<file path="config.mk">
export PLATFORM = sky130hd
export DESIGN_NAME = tw_mem_slave
export DESIGN_NICKNAME = d
export VERILOG_FILES = /design/src/rtl/tw_mem_pkg.sv /design/src/rtl/tw_line_sampler.sv /design/src/rtl/tw_protect_decode.sv /design/src/rtl/tw_byte_array.sv /design/src/rtl/tw_mem_slave.sv
export SDC_FILE = /design/constraint.sdc
export NUM_CORES = 2
export LEC_CHECK = 0
export BUFFER_PORTS_ARGS = -buffer_cell sky130_fd_sc_hd__buf_4
export CORE_MARGIN = 5
export CORE_UTILIZATION = 55
export CTS_CLUSTER_SIZE = 14
export DETAILED_ROUTE_END_ITERATION = 10
export PLACE_DENSITY = 0.7
export SYNTH_ARGS = -nofsm -noshare
export SYNTH_HDL_FRONTEND = slang
export SYNTH_SLANG_ARGS = --single-unit
</file>
<file path="constraint.sdc">
create_clock -name clk -period 20.4 [get_ports clk]
set_input_delay 3.06 -clock clk [delete_from_list [all_inputs] [get_ports clk]]
set_output_delay 3.06 -clock clk [all_outputs]
set_load 0.05 [all_outputs]
</file>
<file path="src/rtl/tw_mem_pkg.sv">
// Package: shared phase encoding for the two-wire memory slave.
// Assumes: one transaction phase active at a time; PH_IDLE means "ignore bus until start".
package tw_mem_pkg;

    typedef enum logic [2:0] {
        PH_IDLE  = 3'd0,
        PH_DEV   = 3'd1,
        PH_AHI   = 3'd2,
        PH_ALO   = 3'd3,
        PH_WDATA = 3'd4,
        PH_RDATA = 3'd5
    } phase_t;

    localparam int unsigned BYTE_BITS = 8;

endpackage

</file>
<file path="src/rtl/tw_line_sampler.sv">
// Module: tw_line_sampler
// Synchronises SCL and SDA into the system clock domain and derives
// one-cycle events: SCL rise, SCL fall, start and stop conditions.
// Assumes: both lines stay stable for several system clocks between changes;
// lines idle high, so the synchronisers reset to 1.
module tw_line_sampler #(
    parameter int unsigned SYNC_STAGES = 2
) (
    input  logic clk,
    input  logic rst_n,
    input  logic scl_i,
    input  logic sda_i,
    output logic scl_lvl,
    output logic sda_lvl,
    output logic scl_rise,
    output logic scl_fall,
    output logic start_ev,
    output logic stop_ev
);

    logic [SYNC_STAGES-1:0] scl_ff;
    logic [SYNC_STAGES-1:0] sda_ff;
    logic                   scl_prev;
    logic                   sda_prev;

    // Purpose: shift both lines through the synchroniser chains.
    always_ff @(posedge clk) begin
        if (!rst_n) begin
            scl_ff <= '1;
            sda_ff <= '1;
        end else begin
            scl_ff <= {scl_ff[SYNC_STAGES-2:0], scl_i};
            sda_ff <= {sda_ff[SYNC_STAGES-2:0], sda_i};
        end
    end

    // Purpose: hold the previous synchronised levels for edge detection.
    always_ff @(posedge clk) begin
        if (!rst_n) begin
            scl_prev <= 1'b1;
            sda_prev <= 1'b1;
        end else begin
            scl_prev <= scl_ff[SYNC_STAGES-1];
            sda_prev <= sda_ff[SYNC_STAGES-1];
        end
    end

    // Purpose: decode edges and bus conditions from current and previous levels.
    always_comb begin
        scl_lvl  = scl_ff[SYNC_STAGES-1];
        sda_lvl  = sda_ff[SYNC_STAGES-1];
        scl_rise = scl_lvl & ~scl_prev;
        scl_fall = ~scl_lvl & scl_prev;
        start_ev = scl_lvl & scl_prev & sda_prev & ~sda_lvl;
        stop_ev  = scl_lvl & scl_prev & ~sda_prev & sda_lvl;
    end

endmodule

</file>
<file path="src/rtl/tw_protect_decode.sv">
// Module: tw_protect_decode
// Maps the 2-bit protect code and the two top address bits to a
// "fenced" flag. 01 fences the lowest quarter, 10 the lowest half, 11 all.
// Assumes: the array depth is a power of two, so the fractions align with
// the top address bits.
module tw_protect_decode (
    input  logic [1:0] wp_sel,
    input  logic [1:0] addr_top,
    output logic       fenced
);

    // Purpose: compare the address quadrant against the selected region.
    always_comb begin
        unique case (wp_sel)
            2'b00:   fenced = 1'b0;
            2'b01:   fenced = (addr_top == 2'b00);
            2'b10:   fenced = ~addr_top[1];
            default: fenced = 1'b1;
        endcase
    end

endmodule

</file>
<file path="src/rtl/tw_byte_array.sv">
// Module: tw_byte_array
// Single-port synchronous byte array: one write or read address per cycle,
// read data registered (one cycle latency).
// Assumes: contents are not reset; a write and a read of the same address
// in one cycle return the old data.
module tw_byte_array #(
    parameter int unsigned ADDR_W = 9
) (
    input  logic              clk,
    input  logic              we,
    input  logic [ADDR_W-1:0] addr,
    input  logic [7:0]        wdata,
    output logic [7:0]        rdata
);

    localparam int unsigned DEPTH = 1 << ADDR_W;

    logic [7:0] cells [DEPTH];

    // Purpose: perform the write and register the read word.
    always_ff @(posedge clk) begin
        if (we) begin
            cells[addr] <= wdata;
        end
        rdata <= cells[addr];
    end

endmodule

</file>
<file path="src/rtl/tw_mem_slave.sv">
// Module: tw_mem_slave (top)
// Two-wire bus slave in front of a byte array. Decodes device, address and
// data phases, auto-increments the pointer, withholds the acknowledge on
// writes into the fenced region, and ignores foreign device identifiers.
// Assumes: SCL high and low times span several system clocks; 9 <= ADDR_W <= 15.
module tw_mem_slave
    import tw_mem_pkg::*;
#(
    parameter int unsigned ADDR_W      = 9,
    parameter logic [6:0]  DEV_ID      = 7'h50,
    parameter int unsigned SYNC_STAGES = 2
) (
    input  logic       clk,
    input  logic       rst_n,
    input  logic       scl_i,
    input  logic       sda_i,
    output logic       sda_pull_low,
    input  logic [1:0] wp_sel
);

    localparam int unsigned HI_W    = ADDR_W - BYTE_BITS;
    localparam logic [ADDR_W-1:0] PTR_ONE = 1;
    localparam logic [3:0] CNT_LAST_DATA = 4'd8;
    localparam logic [3:0] CNT_ACK_DONE  = 4'd9;

    logic              scl_lvl, sda_lvl, scl_rise, scl_fall, start_ev, stop_ev;
    phase_t            phase;
    logic [3:0]        bit_cnt;
    logic [7:0]        rx_sh;
    logic [7:0]        tx_sh;
    logic [HI_W-1:0]   addr_hi;
    logic [ADDR_W-1:0] ptr;
    logic              rd_dir;
    logic              m_ack;
    logic              drive_low;
    logic              fenced;
    logic              mem_we;
    logic [7:0]        mem_rdata;
    logic              bus_fall;

    tw_line_sampler #(.SYNC_STAGES(SYNC_STAGES)) u_sampler (
        .clk      (clk),
        .rst_n    (rst_n),
        .scl_i    (scl_i),
        .sda_i    (sda_i),
        .scl_lvl  (scl_lvl),
        .sda_lvl  (sda_lvl),
        .scl_rise (scl_rise),
        .scl_fall (scl_fall),
        .start_ev (start_ev),
        .stop_ev  (stop_ev)
    );

    tw_protect_decode u_protect (
        .wp_sel   (wp_sel),
        .addr_top (ptr[ADDR_W-1 -: 2]),
        .fenced   (fenced)
    );

    tw_byte_array #(.ADDR_W(ADDR_W)) u_array (
        .clk   (clk),
        .we    (mem_we),
        .addr  (ptr),
        .wdata (rx_sh),
        .rdata (mem_rdata)
    );

    // Purpose: qualify SCL falls that belong to an active transaction.
    always_comb begin
        bus_fall = scl_fall & (phase != PH_IDLE);
        mem_we   = bus_fall & (phase == PH_WDATA) & (bit_cnt == CNT_LAST_DATA) & ~fenced;
    end

    // Purpose: bit counter and receive shifter, advanced on SCL rise.
    always_ff @(posedge clk) begin
        if (!rst_n) begin
            bit_cnt <= '0;
            rx_sh   <= '0;
            m_ack   <= 1'b0;
        end else if (start_ev || stop_ev) begin
            bit_cnt <= '0;
        end else if (phase != PH_IDLE && scl_rise) begin
            bit_cnt <= bit_cnt + 4'd1;
            m_ack   <= ~sda_lvl;
            if (bit_cnt < CNT_LAST_DATA) begin
                rx_sh <= {rx_sh[6:0], sda_lvl};
            end
        end else if (bus_fall && bit_cnt == CNT_ACK_DONE) begin
            bit_cnt <= '0;
        end
    end

    // Purpose: phase sequencing, pointer update and SDA drive on SCL fall.
    always_ff @(posedge clk) begin
        if (!rst_n) begin
            phase     <= PH_IDLE;
            ptr       <= '0;
            addr_hi   <= '0;
            rd_dir    <= 1'b0;
            tx_sh     <= '0;
            drive_low <= 1'b0;
        end else if (start_ev) begin
            phase     <= PH_DEV;
            drive_low <= 1'b0;
        end else if (stop_ev) begin
            phase     <= PH_IDLE;
            drive_low <= 1'b0;
        end else if (bus_fall) begin
            if (bit_cnt == CNT_LAST_DATA) begin
                // Ninth clock begins: decide the acknowledge.
                unique case (phase)
                    PH_DEV: begin
                        if (rx_sh[7:1] == DEV_ID) begin
                            drive_low <= 1'b1;
                            rd_dir    <= rx_sh[0];
                        end else begin
                            phase <= PH_IDLE;
                        end
                    end
                    PH_AHI: begin
                        addr_hi   <= rx_sh[HI_W-1:0];
                        drive_low <= 1'b1;
                    end
                    PH_ALO: begin
                        ptr       <= {addr_hi, rx_sh};
                        drive_low <= 1'b1;
                    end
                    PH_WDATA: begin
                        if (!fenced) begin
                            ptr       <= ptr + PTR_ONE;
                            drive_low <= 1'b1;
                        end
                    end
                    default: drive_low <= 1'b0;
                endcase
            end else if (bit_cnt == CNT_ACK_DONE) begin
                // Ninth clock ends: move to the next byte.
                unique case (phase)
                    PH_DEV: begin
                        if (rd_dir) begin
                            phase     <= PH_RDATA;
                            tx_sh     <= mem_rdata;
                            drive_low <= ~mem_rdata[7];
                            ptr       <= ptr + PTR_ONE;
                        end else begin
                            phase     <= PH_AHI;
                            drive_low <= 1'b0;
                        end
                    end
                    PH_AHI: begin
                        phase     <= PH_ALO;
                        drive_low <= 1'b0;
                    end
                    PH_ALO: begin
                        phase     <= PH_WDATA;
                        drive_low <= 1'b0;
                    end
                    PH_RDATA: begin
                        if (m_ack) begin
                            tx_sh     <= mem_rdata;
                            drive_low <= ~mem_rdata[7];
                            ptr       <= ptr + PTR_ONE;
                        end else begin
                            phase     <= PH_IDLE;
                            drive_low <= 1'b0;
                        end
                    end
                    default: drive_low <= 1'b0;
                endcase
            end else if (phase == PH_RDATA && bit_cnt != 4'd0) begin
                // Present the next data bit of the byte being sent.
                drive_low <= ~tx_sh[3'd7 - bit_cnt[2:0]];
            end
        end
    end

    assign sda_pull_low = drive_low;

    // SDA drive moves only after SCL was seen low (or a bus condition reset it).
    assert_sda_scl_low_R10: assert property (@(posedge clk) disable iff (!rst_n)
        !$stable(drive_low) |-> (!$past(scl_lvl) || $past(start_ev) || $past(stop_ev)));

    // the pointer only moves on a falling SCL edge.
    assert_ptr_on_fall_R4: assert property (@(posedge clk) disable iff (!rst_n)
        !$stable(ptr) |-> $past(scl_fall));

    // no array write under a full fence.
    assert_no_write_full_R7: assert property (@(posedge clk) disable iff (!rst_n)
        mem_we |-> (wp_sel != 2'b11));

    // under the quarter fence the lowest quadrant is never written.
    assert_no_write_quarter_R7: assert property (@(posedge clk) disable iff (!rst_n)
        (mem_we && wp_sel == 2'b01) |-> (ptr[ADDR_W-1 -: 2] != 2'b00));

    // under the half fence the lower half is never written.
    assert_no_write_half_R7: assert property (@(posedge clk) disable iff (!rst_n)
        (mem_we && wp_sel == 2'b10) |-> ptr[ADDR_W-1]);

    // a foreign identifier never draws an acknowledge.
    assert_foreign_nack_R8: assert property (@(posedge clk) disable iff (!rst_n)
        (bus_fall && phase == PH_DEV && bit_cnt == CNT_LAST_DATA && rx_sh[7:1] != DEV_ID)
        |=> !drive_low);

    // the bit counter never passes the acknowledge clock.
    assert_bitcnt_range_R2: assert property (@(posedge clk) disable iff (!rst_n)
        bit_cnt <= CNT_ACK_DONE);

endmodule

</file>
==> results.py <==
metrics = {
    "critical_path": {
        "r2r_cells": 10,
        "critPathRequiredTime_ns": 20.94,
        "r2r_start": "ptr[1]$_SDFFE_PN0P_",
        "cp.arrival_ns": 7.24,
        "path_class": "in -> reg",
        "cp-start-kind": "primary input",
        "cp_max_fo": 16,
        "cp-endpoint": "u_array.cells[278][1]$_DFFE_PP_",
        "rr_endpoint": "u_array.rdata[2]$_DFF_P_",
        "crit_path_end_kind": "flop",
        "r2r_slack_ns": 14.15,
        "crit_start": "wp_sel[0]",
    },
    "timing": {
        "finalCritPeriodShare_pct": 32.8,
        "rsz0062_at_grt": "no",
        "skew_ns": 0.0618,
        "setup-violations-final": 0,
        "finalSetupTns_ns": 0,
        "drv_slew": 2,
        "fmax_mhz": 149,
        "maxSlewHeadroom_pct": -4.05,
        "min_period_ns": 6.70,
        "hold_viol_final": 0,
        "tightest_slew_ns": 1.52,
    },
    "yosys": {
        "yosysWarnings": 0,
        "synthMuxAreaShare_pct": 14.7,
        "synth_area_leaders": "edfxtp_1 (77%), mux4_2 (12%), mux2i_1 (2.7%), nor2_1 (1.4%), a22oi_1 (0.83%)",
        "syn_inst": 7817,
        "syn_nets": 7830,
        "avgSynthCellArea_um2": 20.5,
        "synth_fa_ha_area_share_pct": 0.0547,
        "synth_cell_types": 73,
        "ys_ff_latch": 4146,
        "synth_area_mm2": 0.160,
        "ys.flop_type": "edfxtp_1",
        "synth_top_family_by_area": "multiplexers",
        "ys_seq_area_share_pct": 77.4,
        "yosysTopAreaCell": "edfxtp_1",
        "synth-compound-area-share_pct": 3.37,
        "yosys.area_share.simple_pct": 3.19,
        "synth_xor_xnor_area_share_pct": 0.0109,
        "async_flop_share_pct": 0,
        "synth-edff-count": 4096,
        "synth_top_area_share_pct": 76.8,
    },
    "min_path": {
        "hold_class": "reg -> reg",
    },
    "floorplan": {
        "die_area_mm2": 0.302,
        "rows": 198,
        "die_w_um": 550,
        "initial_utilization_pct": 55.1,
        "core_mm2": 0.291,
        "die_h_um": 550,
        "boundaryPins": 7,
    },
    "routing": {
        "firstDrtPassIters": 8,
        "dr_total_vias": 85500,
        "route.detailed.drc": 0,
        "drt-initial-drc-count": 14500,
        "routedWlPerCell_um": 37.9,
        "routed_wl_um": 462000,
        "routed_via_density": 7.02,
        "ant_nets": 0,
    },
    "clock_network": {
        "clk-insertion-delay-late_ns": 0.94,
        "cts_tree": "done",
        "postCtsHoldBufs": 0,
        "clock-sinks": 4146,
        "cts_resized": 0,
        "cts_setup_buffers": 0,
        "cts_max_level": 5,
        "clockBufferDepth": 4,
        "clk_pin_slew_ns": 0.06,
        "cts_made_buffers": 398,
        "cts-root-buf": "clkbuf_16",
    },
    "pwr": {
        "p_leak_nw": 54.0,
        "ir_drop_uv": 74.7,
        "p_total_mw": 16.6,
        "power_density_mw_per_mm2": 93.0,
    },
    "cells_and_area": {
        "nNetsFinal": 7957,
        "final_common_cell": "edfxtp_1",
        "drive_above_1_share_pct": 20.8,
        "areaGrowthSynthToFinish_pct": 11.1,
        "fill_cells": 19400,
        "mostFrequentLayoutCells": "edfxtp_1 (4,096), mux4_2 (850), nor2_1 (585)",
    },
    "placement": {
        "port_buffers": 6,
        "dpl.hpwl_um": 281000,
        "gp_congestion": 0.980,
    },
    "global_routing": {
        "grt_pass1_vias": 82000,
        "antenna_found_initial": 36,
        "grt_pass1_wl_um": 644000,
        "grt_max_degree": 187,
        "overflow": 0,
        "grtUsageTotal_pct": 30.3,
    },
    "outcome": {
        "status": "finished with violations",
        "violations": "max-capacitance violations, max-slew violations",
    },
    "run": {
        "max-cap-violations": 1,
    },
}
==> metrics by stage <==
step	instances	utilization (%)	area (µm²)	hold slack, ns	worst slack, ns
2_1_floorplan	7817	-	160000	0.386	11.88
3_3_place_gp	11400	56.8	165000	0.466	13.12
3_5_place_dp	11400	56.8	165000	0.463	13.10
4_1_cts	12200	61.2	178000	0.480	14.05
5_1_grt	12200	61.2	178000	0.500	13.70
6_report	12200	61.3	178000	0.472	13.70
==> kinds of logic (layout without fill, tap and decap cells) <==
logic type      after synthesis  count (layout)
xor+xnor                      2               2
compound gates              756             756
simple gates               1127            1127
fa+ha+maj                     7               7
other cells                   0              18
mux                        1285            1285
flops                      4146            4146
buf+inv                     494             931
==> worst max-delay path, cell delays in order <==
cell and delay (ns):
buf_4 0.12, a21oi_1 0.12, o21ai_0 0.36, or4_1 0.92, nor3_4 0.82, nand2_1 0.92, nor2_1 0.90
==> sequential cells by signal (all words and copies together), names as in the netlist, 2 cells and up <==
| signal | cells |
|---|---|
| rx_sh | 8 |
| u_sampler.sda_ff | 2 |
| phase | 3 |
| u_array.rdata | 8 |
| ptr | 9 |
| tx_sh | 8 |
| u_sampler.scl_ff | 2 |
| bit_cnt | 4 |
| u_array.cells | 4096 |
==> cell type report <==
class	count	area (µm²)	area share, %
Multi-Input combinational cell	3177	34400	19.3
Antenna cell	18	45.0	0.0253
Clock buffer	472	10300	5.79
Sequential cell	4146	124000	69.7
Clock inverter	238	2510	1.41
Inverter	10	43.8	0.0246
Timing Repair Buffer	211	1790	1.00
Tap cell	3900	4880	2.74
==> power by group <==
| group | switching [mW] | total (mW) | internal [mW] |
|---|---|---|---|
| Clock | 3.17 | 7.34 | 4.17 |
| Combinational | 0.00571 | 0.00798 | 0.00227 |
| Sequential | 0.00127 | 9.21 | 9.21 |
| Total | 3.17 | 16.6 | 13.4 |
==> metal layers <==
| layer | part of all wire (%) | up-vias | track usage, % |
|---|---|---|---|
| met1 | 36 | 44000 | 43.2 |
| li1 | - | 32800 | - |
| met5 | 0.042 | - | 0 |
| met3 | 15 | 1139 | 10.5 |
| met4 | 5.1 | 28 | 12.8 |
| met2 | 43 | 7527 | 43.2 |
==> synthesized netlist by cell type (9+ instances only) <==
cell type  number
edfxtp_1     4096
mux4_2        850
nor2_1        590
mux2i_1       428
clkbuf_1      207
nand2_1       197
a22oi_1       178
buf_2         171
o22ai_1       117
buf_1          93
a21oi_1        78
a221oi_1       78
o21ai_0        65
a31oi_1        64
nand3_1        57
nand4_1        57
dfxtp_1        50
a22o_1         47
nor3_1         42
nor4_1         40
nor2b_1        26
and3_1         22
a211oi_1       20
a2111oi_0      18
nand2b_1       18
buf_4          13
or4_1          13
a32oi_1        12
and2_1          9
==> worst min path at each step <==
stage,from,to,depth (start not counted)
after floorplan,u_sampler.scl_ff[0]$_SDFF_PN1_,u_sampler.scl_ff[1]$_SDFF_PN1_,1
after global placement,u_sampler.sda_ff[0]$_SDFF_PN1_,u_sampler.sda_ff[1]$_SDFF_PN1_,1
after detailed placement,u_sampler.sda_ff[0]$_SDFF_PN1_,u_sampler.sda_ff[1]$_SDFF_PN1_,1
after CTS,u_sampler.sda_ff[0]$_SDFF_PN1_,u_sampler.sda_ff[1]$_SDFF_PN1_,1
after global routing,u_sampler.sda_ff[0]$_SDFF_PN1_,u_sampler.sda_ff[1]$_SDFF_PN1_,1
final,u_sampler.sda_ff[0]$_SDFF_PN1_,u_sampler.sda_ff[1]$_SDFF_PN1_,1
Power figures use the tool's default switching activity.
